**config.mk**
```make
export PLATFORM = sky130hd
export DESIGN_NAME = txn_issue_limiter
export DESIGN_NICKNAME = d
export VERILOG_FILES = /design/src/rtl/txn_lim_pkg.sv /design/src/rtl/lim_evt_decode.sv /design/src/rtl/lim_inflight_ctr.sv /design/src/rtl/lim_issue_gate.sv /design/src/rtl/txn_issue_limiter.sv
export SDC_FILE = /design/constraint.sdc
export NUM_CORES = 1
export LEC_CHECK = 0
export BUFFER_PORTS_ARGS = -buffer_cell sky130_fd_sc_hd__buf_2
export CAP_MARGIN = 25
export CORE_AREA = 3 3 46 44
export CTS_BUF_LIST = sky130_fd_sc_hd__clkbuf_4
export DETAILED_ROUTE_END_ITERATION = 10
export DIE_AREA = 0 0 49 47
export PLACE_DENSITY_LB_ADDON = 0.12
export SYNTH_ARGS = -nofsm -noshare
export SYNTH_HDL_FRONTEND = slang
export SYNTH_SLANG_ARGS = --single-unit
```
**constraint.sdc**
```tcl
create_clock -name clk -period 4.25 [get_ports clk]
set_input_delay 0.425 -clock clk [delete_from_list [all_inputs] [get_ports clk]]
set_output_delay 0.425 -clock clk [all_outputs]
set_load 0.03 [all_outputs]
```
**src/rtl/txn_lim_pkg.sv**
```systemverilog
package txn_lim_pkg;

    typedef enum int unsigned {
        CH_READ  = 0,
        CH_WRITE = 1
    } chan_kind_e;

    localparam int unsigned NUM_CHAN = 2;

    // Per-cycle events seen by one direction's counter.
    typedef struct packed {
        logic issue;   // address handshake
        logic retire;  // completing handshake
        logic stray;   // response with nothing in flight
    } chan_evt_t;

    // Map the requested ceiling onto 1..cap.
    function automatic int unsigned clamp_limit(int unsigned req, int unsigned cap);
        if (req == 0)  return 1;
        if (req > cap) return cap;
        return req;
    endfunction

endpackage

```
**src/rtl/lim_evt_decode.sv**
```systemverilog
module lim_evt_decode
    import txn_lim_pkg::*;
#(
    parameter chan_kind_e KIND = CH_READ
) (
    input  logic      addr_valid,
    input  logic      addr_ready,
    input  logic      rsp_valid,
    input  logic      rsp_ready,
    input  logic      rsp_last,
    input  logic      cnt_zero,
    output chan_evt_t evt
);
    logic rsp_hs;
    logic final_beat;

    assign rsp_hs = rsp_valid & rsp_ready;

    generate
        if (KIND == CH_READ) begin : g_rd
            assign final_beat = rsp_last;
        end else begin : g_wr
            // A write response is always a single completing beat.
            logic unused_last;
            assign unused_last = rsp_last;
            assign final_beat  = 1'b1;
        end
    endgenerate

    always_comb begin
        evt.issue  = addr_valid & addr_ready;
        evt.retire = rsp_hs & final_beat & ~cnt_zero;
        evt.stray  = rsp_hs & cnt_zero;
    end
endmodule

```
**src/rtl/lim_inflight_ctr.sv**
```systemverilog
module lim_inflight_ctr
    import txn_lim_pkg::*;
#(
    parameter int unsigned CAP = 8,
    localparam int unsigned CW = $clog2(CAP + 1)
) (
    input  logic          clk,
    input  logic          rst,
    input  chan_evt_t     evt,
    output logic [CW-1:0] count
);
    logic [CW-1:0] count_q;

    always_ff @(posedge clk) begin
        if (rst) begin
            count_q <= '0;
        end else begin
            case ({evt.issue, evt.retire})
                2'b10:   count_q <= count_q + 1'b1;
                2'b01:   count_q <= count_q - 1'b1;
                default: count_q <= count_q;
            endcase
        end
    end

    assign count = count_q;

    AST_NO_OVERFLOW: assert property (@(posedge clk) disable iff (rst)
        count_q <= CW'(CAP));
    AST_NET_ZERO: assert property (@(posedge clk) disable iff (rst)
        (evt.issue && evt.retire) |=> count_q == $past(count_q));
    AST_RETIRE_DOWN: assert property (@(posedge clk) disable iff (rst)
        (!evt.issue && evt.retire) |=> count_q == $past(count_q) - 1'b1);
    AST_STRAY_HOLDS_ZERO: assert property (@(posedge clk) disable iff (rst)
        (evt.stray && !evt.issue) |=> count_q == '0);
endmodule

```
**src/rtl/lim_issue_gate.sv**
```systemverilog
module lim_issue_gate #(
    parameter int unsigned CW = 4
) (
    input  logic          clk,
    input  logic          rst,
    input  logic [CW-1:0] count,
    input  logic [CW-1:0] limit,
    input  logic          up_valid,
    output logic          up_ready,
    output logic          dn_valid,
    input  logic          dn_ready,
    output logic          stalled
);
    logic held_q;
    logic open;

    // An offer already on the wire stays allowed until it is taken.
    assign open     = (count < limit) | held_q;
    assign dn_valid = up_valid & open;
    assign up_ready = dn_ready & open;
    assign stalled  = up_valid & ~open;

    always_ff @(posedge clk) begin
        if (rst) held_q <= 1'b0;
        else     held_q <= dn_valid & ~dn_ready;
    end

    AST_HOLD_VALID: assert property (@(posedge clk) disable iff (rst)
        (dn_valid && !dn_ready) |=> (!up_valid || dn_valid));
    AST_CLOSED_AT_LIMIT: assert property (@(posedge clk) disable iff (rst)
        (count >= limit && !held_q) |-> (!dn_valid && !up_ready));
endmodule

```
**src/rtl/txn_issue_limiter.sv**
```systemverilog
module txn_issue_limiter
    import txn_lim_pkg::*;
#(
    parameter int unsigned MAX_OUT = 8,
    localparam int unsigned CW    = $clog2(MAX_OUT + 1),
    localparam int unsigned CFG_W = CW + 1
) (
    input  logic             clk,
    input  logic             rst,
    input  logic [CFG_W-1:0] cfg_limit,
    input  logic             src_arvalid,
    output logic             src_arready,
    output logic             m_arvalid,
    input  logic             m_arready,
    input  logic             rvalid,
    input  logic             rready,
    input  logic             rlast,
    input  logic             src_awvalid,
    output logic             src_awready,
    output logic             m_awvalid,
    input  logic             m_awready,
    input  logic             bvalid,
    input  logic             bready,
    output logic [CW-1:0]    rd_inflight,
    output logic [CW-1:0]    wr_inflight,
    output logic             rd_stalled,
    output logic             wr_stalled,
    output logic             proto_err
);
    logic [CW-1:0] eff_limit;

    logic [NUM_CHAN-1:0]         up_v, up_r, dn_v, dn_r;
    logic [NUM_CHAN-1:0]         rsp_v, rsp_r, rsp_l, stall;
    logic [NUM_CHAN-1:0][CW-1:0] cnt;
    chan_evt_t [NUM_CHAN-1:0]    evt;
    logic                        err_q;

    assign eff_limit = CW'(clamp_limit(int'(cfg_limit), MAX_OUT));

    assign up_v  = {src_awvalid, src_arvalid};
    assign dn_r  = {m_awready,   m_arready};
    assign rsp_v = {bvalid,      rvalid};
    assign rsp_r = {bready,      rready};
    assign rsp_l = {1'b1,        rlast};

    generate
        for (genvar c = 0; c < NUM_CHAN; c++) begin : g_chan
            localparam chan_kind_e KIND = chan_kind_e'(c);

            lim_issue_gate #(.CW(CW)) i_gate (
                .clk      (clk),
                .rst      (rst),
                .count    (cnt[c]),
                .limit    (eff_limit),
                .up_valid (up_v[c]),
                .up_ready (up_r[c]),
                .dn_valid (dn_v[c]),
                .dn_ready (dn_r[c]),
                .stalled  (stall[c])
            );

            lim_evt_decode #(.KIND(KIND)) i_dec (
                .addr_valid (dn_v[c]),
                .addr_ready (dn_r[c]),
                .rsp_valid  (rsp_v[c]),
                .rsp_ready  (rsp_r[c]),
                .rsp_last   (rsp_l[c]),
                .cnt_zero   (cnt[c] == '0),
                .evt        (evt[c])
            );

            lim_inflight_ctr #(.CAP(MAX_OUT)) i_ctr (
                .clk   (clk),
                .rst   (rst),
                .evt   (evt[c]),
                .count (cnt[c])
            );
        end
    endgenerate

    always_ff @(posedge clk) begin
        if (rst) err_q <= 1'b0;
        else     err_q <= err_q | evt[CH_READ].stray | evt[CH_WRITE].stray;
    end

    assign src_arready = up_r[CH_READ];
    assign src_awready = up_r[CH_WRITE];
    assign m_arvalid   = dn_v[CH_READ];
    assign m_awvalid   = dn_v[CH_WRITE];
    assign rd_inflight = cnt[CH_READ];
    assign wr_inflight = cnt[CH_WRITE];
    assign rd_stalled  = stall[CH_READ];
    assign wr_stalled  = stall[CH_WRITE];
    assign proto_err   = err_q;

    AST_ERR_STICKY: assert property (@(posedge clk) disable iff (rst)
        $past(err_q) |-> err_q);
    AST_WR_INDEPENDENT: assert property (@(posedge clk) disable iff (rst)
        (!(m_awvalid && m_awready) && !(bvalid && bready)) |=> $stable(wr_inflight));
endmodule

```
== After elaboration in Yosys (flattened, before gate mapping) ==
Cells that the tools add are included.

* Flip-flop bits (word level): 11
* Bits in latches: 0
* RAM bits: 0
* Bits in read-only memories: 0
* Input bits: 16
* Output and inout bits: 15
* Logic and storage cells: 57
* Memories: 0

* $add $sub $neg: 4
* $mul: 0
* Divide/modulo/power cells: 0
* Magnitude comparators: 3
* Equal/unequal tests: 4
* Shift operators: 0
* Multiplexer cells: 9
* Bitwise logic cells: 27
* Reduce and logical (&&, ||, !) cells: 5

{| class="wikitable"
|+ Operators by type and width
! cell !! number
|-
| $and A1 B1 Y1 || 17
|-
| $pmux W4 S2 || 2
|-
| $mux W4 || 3
|-
| $add A4 B1 Y4 const B || 2
|-
| $logic_not A4 Y1 || 2
|-
| $lt A4 B4 Y1 || 2
|-
| $sub A4 B1 Y4 const B || 2
|-
| $not A1 Y1 || 6
|-
| $gt A5 B4 Y1 const B || 1
|-
| $logic_not A5 Y1 || 1
|-
| $eq A2 B1 Y1 const B || 2
|-
| $eq A2 B2 Y1 const B || 2
|-
| $mux W1 || 4
|-
| $or A1 B1 Y1 || 4
|-
| $reduce_bool A2 Y1 || 2
|}

== Longest topological paths before layout ==
* Word-level depth: 11
* Depth in mapped cells: 14
* Mapped depth without buffers: 14

== Cells and area by module ==
A second synthesis with hierarchy kept.

* Cell total of the unflattened synthesis: 110
* Area, all modules: 933.4 µm²

{| class="wikitable"
|+ By module, submodules not included
! module !! instances !! cells an instance !! area each (µm²) !! seq. area each (µm²)
|-
| lim_inflight_ctr || 2 || 28 || 252.7 || 80.1
|-
| lim_issue_gate || 2 || 18 || 145.1 || 20.0
|-
| txn_issue_limiter || 1 || 12 || 91.3 || 20.0
|-
| lim_evt_decode at g_chan[0].i_dec || 1 || 3 || 23.8 || 0.0
|-
| lim_evt_decode at g_chan[1].i_dec || 1 || 3 || 22.5 || 0.0
|}

== Worst setup path after synthesis ==
OpenSTA, ideal clock, no wires.

* Path type: input-to-reg
* Start: in cfg_limit[3]
* End: reg g_chan[0].i_ctr.count_q[2]
* Library setup time: 0.071 ns
* Data arrival time: 2.954 ns
* Required time: 4.179 ns
* Path slack: 1.225 ns
* Stages on the path: 14
* Buffers on the path: 0
* Cell sequence: nor2_1 nand2_1 ha_1 o21ai_0 a31oi_1 o31ai_1 nand3_1 ha_1 xor2_1 ha_1 a21oi_1 xor2_1 or3_1 a21oi_1

* Word-level cells in the longest chain between the ends: 11
* Elaborated cells on any way between the ends: 17
* Classes of those cells: order compare (2); eq/ne (2); mux (8); bitwise (3); reduce/logical (2)

{| class="wikitable"
|+ RTL lines
! element !! RTL line !! text
|-
| from (decl) || txn_issue_limiter.sv:10 || <nowiki>input logic [CFG_W-1:0] cfg_limit,</nowiki>
|-
| $gt A5 B4 Y1 or $logic_not A5 Y1 (tied branches) || txn_lim_pkg.sv:20, txn_lim_pkg.sv:19 ||
|-
| $mux W1, on equally long branches || txn_lim_pkg.sv:20, txn_lim_pkg.sv:19 ||
|-
| $mux W1 or $mux W4 (tied branches) || txn_lim_pkg.sv:20 || <nowiki>if (req > cap) return cap;</nowiki>
|-
| $mux W4 || txn_lim_pkg.sv:21 || <nowiki>return req;</nowiki>
|-
| $mux W4 * || txn_lim_pkg.sv:20 ||
|-
| $lt A4 B4 Y1 * || lim_issue_gate.sv:18 || <nowiki>assign open = (count < limit) | held_q;</nowiki>
|-
| $or A1 B1 Y1 * || lim_issue_gate.sv:18 ||
|-
| $and A1 B1 Y1 * || lim_issue_gate.sv:19 || <nowiki>assign dn_valid = up_valid & open;</nowiki>
|-
| $and A1 B1 Y1 * || lim_evt_decode.sv:31 || <nowiki>evt.issue = addr_valid & addr_ready;</nowiki>
|-
| $eq A2 B1 Y1 or $eq A2 B2 Y1 (tied branches) || lim_inflight_ctr.sv:18 || <nowiki>case ({evt.issue, evt.retire})</nowiki>
|-
| $pmux W4 S2 or $reduce_bool A2 Y1 (tied branches) || n/a ||
|-
| to (signal assigned) || lim_inflight_ctr.sv:19 || <nowiki>2'b10: count_q <= count_q + 1'b1;</nowiki>
|-
| to (signal assigned) || lim_inflight_ctr.sv:20 || <nowiki>2'b01: count_q <= count_q - 1'b1;</nowiki>
|-
| to (signal assigned) || lim_inflight_ctr.sv:21 || <nowiki>default: count_q <= count_q;</nowiki>
|-
| to (decl) || lim_inflight_ctr.sv:12 || <nowiki>logic [CW-1:0] count_q;</nowiki>
|}

Mark *: on every way between the ends. The rest lies on a longest branch, timed or not. The select of a mux whose other input is x is not followed.
A chain may end at the register's enable or synchronous reset.

== Worst setup path after layout ==
Ends and elaborated chain as after synthesis.

==> results.py <==
metrics = {
    "run_status": {
        "status": "finished, final reports clean",
    },
    "clocking": {
        "cts_inserted_buffers": 3,
        "post_cts_resized": 0,
        "htree_levels": 1,
        "cts.path.max_buffers": 2,
        "cts_tree": "done",
        "cts.sinks": 11,
        "postCtsSetupRepairBufs": 0,
        "hold_buffers": 0,
        "clk_pin_slew_ns": 0.07,
        "cts-root-buf": "clkbuf_4",
        "clkLatencyLatePin_ns": 0.28,
    },
    "synthesis": {
        "ys_types": 28,
        "seq_area_frac_synth_pct": 26.5,
        "syn_nets": 128,
        "ys_warn_count": 0,
        "synthTopCellsByArea": "dfxtp_1 (27%), ha_1 (18%), nor2_1 (6.3%)",
        "synth_cells": 100,
        "yosys.area.top_type": "dfxtp_1",
        "postSynth.asyncResetShare_pct": 0,
        "synth-edff-count": 0,
        "synth_flop_cell": "dfxtp_1",
        "ys_top_cells_by_count": "nor2_1 (14), ha_1 (12), dfxtp_1 (11)",
        "yosysTopAreaCellShare_pct": 26.5,
        "ys_seq_elements": 11,
        "syn_area_um2": 830,
        "synth_most_common_cell": "nor2_1",
        "avgSynthCellArea_um2": 8.30,
    },
    "placed_design": {
        "place_hpwl_mm": 1.40,
        "globalplace.congestion": 0.808,
        "port_buffers": 30,
    },
    "setup_path": {
        "cp_common_cell": "ha_1",
        "regToRegStartpoint": "g_chan[0].i_ctr.count[1]$_SDFFE_PP0P_",
        "worst-r2r-cell-count": 12,
        "startpoint_type": "input pin",
        "crit_path_end_kind": "flip-flop",
        "criticalPathCategory": "in2reg",
        "crit_path_cell_trace": "buf_2, nor2_1, nand2_1, ha_1, o21ai_0, a31oi_1, o31ai_1, nand3_1, ha_1, xor2_1, ha_1, a21oi_1, xor2_1, or3_1, a21oi_1",
        "slowest_stage": "o31ai_1",
        "slowest_delay_ns": 0.48,
        "cp-startpoint": "cfg_limit[3]",
        "worstReg2RegEnd": "g_chan[0].i_ctr.count[2]$_SDFFE_PP0P_",
        "critical_path_depth": 15,
        "cp_num_buf_inv": 1,
        "r2r_setup_slack_ns": 1.16,
        "worstPathArrival_ns": 3.47,
        "path_max_fanout": 6,
        "worstPathRequired_ns": 4.45,
        "path_delay_family": "compound AO/OA/AOI/OAI gates",
        "worstSetupEndpoint": "g_chan[0].i_ctr.count[2]$_SDFFE_PP0P_",
    },
    "global_route": {
        "antenna_found_initial": 0,
        "grt_usage_pct": 17.9,
        "grt_pass1_wl_mm": 3.06,
        "grt_max_degree": 14,
        "grt_pass1_vias": 702,
        "grt-ovfl-total": 0,
    },
    "routing": {
        "dr.pass1.iters": 4,
        "routed_wl_mm": 1.80,
        "avgRoutedWirePerCell_um": 11.5,
        "num_vias": 815,
        "ant_nets": 0,
        "drc": 0,
        "dr.first_iter.drc_count": 6,
        "avgViaCountPerCell": 5.19,
    },
    "final_layout": {
        "drive_above_1_share_pct": 26.3,
        "fillCellCount": 154,
        "nets": 162,
        "area_growth_pct": 24.9,
        "antenna_cells": 0,
        "final_util_pct": 63.6,
    },
    "timing": {
        "finClkSkew_ns": 0.00449,
        "fin_crit_sh_pct": 77.0,
        "rsz0062_at_grt": "no",
        "setup_viol": 0,
        "max_freq_mhz": 306,
        "setup-tns-final_ns": 0,
        "finalMaxSlewViolations": 0,
        "hold_viol": 0,
        "worst_pin_slew_ns": 0.544,
        "period_minus_slack_ns": 3.27,
        "relSlewSlack_pct": 63.4,
    },
    "pwr": {
        "p_leak_nw": 0.532,
        "powerDensity_nw_per_um2": 301,
        "ir_worst_vdd_mv": 0.179,
    },
    "floorplanning": {
        "row_count": 14,
        "dieHeight_um": 47,
        "die_w_um": 49,
        "die_area_um2": 2300,
        "boundaryPins": 31,
        "coreArea_um2": 1630,
        "start_util_pct": 50.9,
    },
    "worst_hold_path": {
        "hp-start": "m_arready",
        "worstHoldPathType": "in2reg",
    },
    "flow_run": {
        "max-cap-violations": 0,
    },
}
-- cells by family (layout without fill, tap and decap cells) --
logic type	count (synthesis)	after routing	synth area share, %
compound gates	22	22	15.8
buf+inv	2	35	0.904
mux	4	4	5.13
simple gates	43	43	27.1
xor+xnor	6	6	6.33
flops	11	11	26.5
fa+ha+maj	12	12	18.1
-- cell type report --
type | instances | area, um2 | area share [%]
clock buffers | 4 | 30.0 | 2.90
flip-flops and latches | 11 | 220 | 21.3
repair buffers | 30 | 150 | 14.5
well taps | 24 | 30.0 | 2.90
inverters | 1 | 3.75 | 0.362
multi-input cells | 87 | 602 | 58.1
-- placed cells by master (no fill, tap or decap), drive strengths merged --
cell type / netlist / routed
nand3b: 2 / 2
a21oi: 9 / 9
nor2b: 5 / 5
buf: 0 / 30
nor4b: 2 / 2
dfxtp: 11 / 11
mux2: 2 / 2
nor3: 2 / 2
nand3: 5 / 5
a31oi: 3 / 3
xor2: 6 / 6
nor4: 1 / 1
or3: 3 / 3
nand4b: 1 / 1
clkbuf: 1 / 4
o21bai: 1 / 1
inv: 1 / 1
mux2i: 2 / 2
o21ai: 4 / 4
a211o: 1 / 1
nor2: 14 / 14
o31ai: 1 / 1
ha: 12 / 12
nand2: 4 / 4
a21o: 2 / 2
a31o: 1 / 1
and2: 3 / 3
nand2b: 1 / 1
-- worst min-delay path by stage --
stage | to | cells after the start | slack (ns)
6_report | g_chan[0].i_gate.held_q$_SDFF_PP0_ | 2 | 0.33
4_1_cts | g_chan[1].i_gate.held_q$_SDFF_PP0_ | 2 | 0.32
3_3_place_gp | proto_err$_SDFF_PP0_ | 2 | 0.50
3_5_place_dp | proto_err$_SDFF_PP0_ | 2 | 0.51
2_1_floorplan | g_chan[1].i_gate.held_q$_SDFF_PP0_ | 1 | 0.50
5_1_grt | g_chan[0].i_gate.held_q$_SDFF_PP0_ | 2 | 0.33
-- power by group --
part	internal (mW)	leakage [nW]	switching [mW]
logic	0.0430	0.424	0.0647
registers	0.111	0.0897	0.0119
clock network	0.0428	0.0184	0.0382
total	0.197	0.532	0.115
-- sequential cells by signal, indices dropped and copies added (netlist names) --
| name | cells |
|---|---|
| g_chan.i_ctr.count | 8 |
| g_chan.i_gate.held_q | 2 |
| proto_err | 1 |
-- per-layer routing --
layer  GRT usage, %  vias to the layer above  share of wire, %  routed length (um)
li1               -                      431                 -                   -
met1           21.6                      350                48                 856
met2           28.2                       29                43                 772
met3           7.62                        5               7.8                 140
met4           8.52                        0               1.6                  28
met5              0                        -                 0                   0
-- through the flow --
stage | cell area [um2] | setup WS (ns) | std cells | total power [mW] | hold WS, ns
4_1_cts | 1040 | 1.01 | 157 | 0.316 | 0.320
6_report | 1040 | 0.979 | 157 | 0.312 | 0.333
3_5_place_dp | 1010 | 0.736 | 153 | 0.233 | 0.507
5_1_grt | 1040 | 0.710 | 157 | 0.334 | 0.334
2_1_floorplan | 830 | 1.22 | 100 | 0.202 | 0.502
3_3_place_gp | 1010 | 0.850 | 153 | 0.231 | 0.500
No activity file was read; power rests on OpenSTA's default activity.
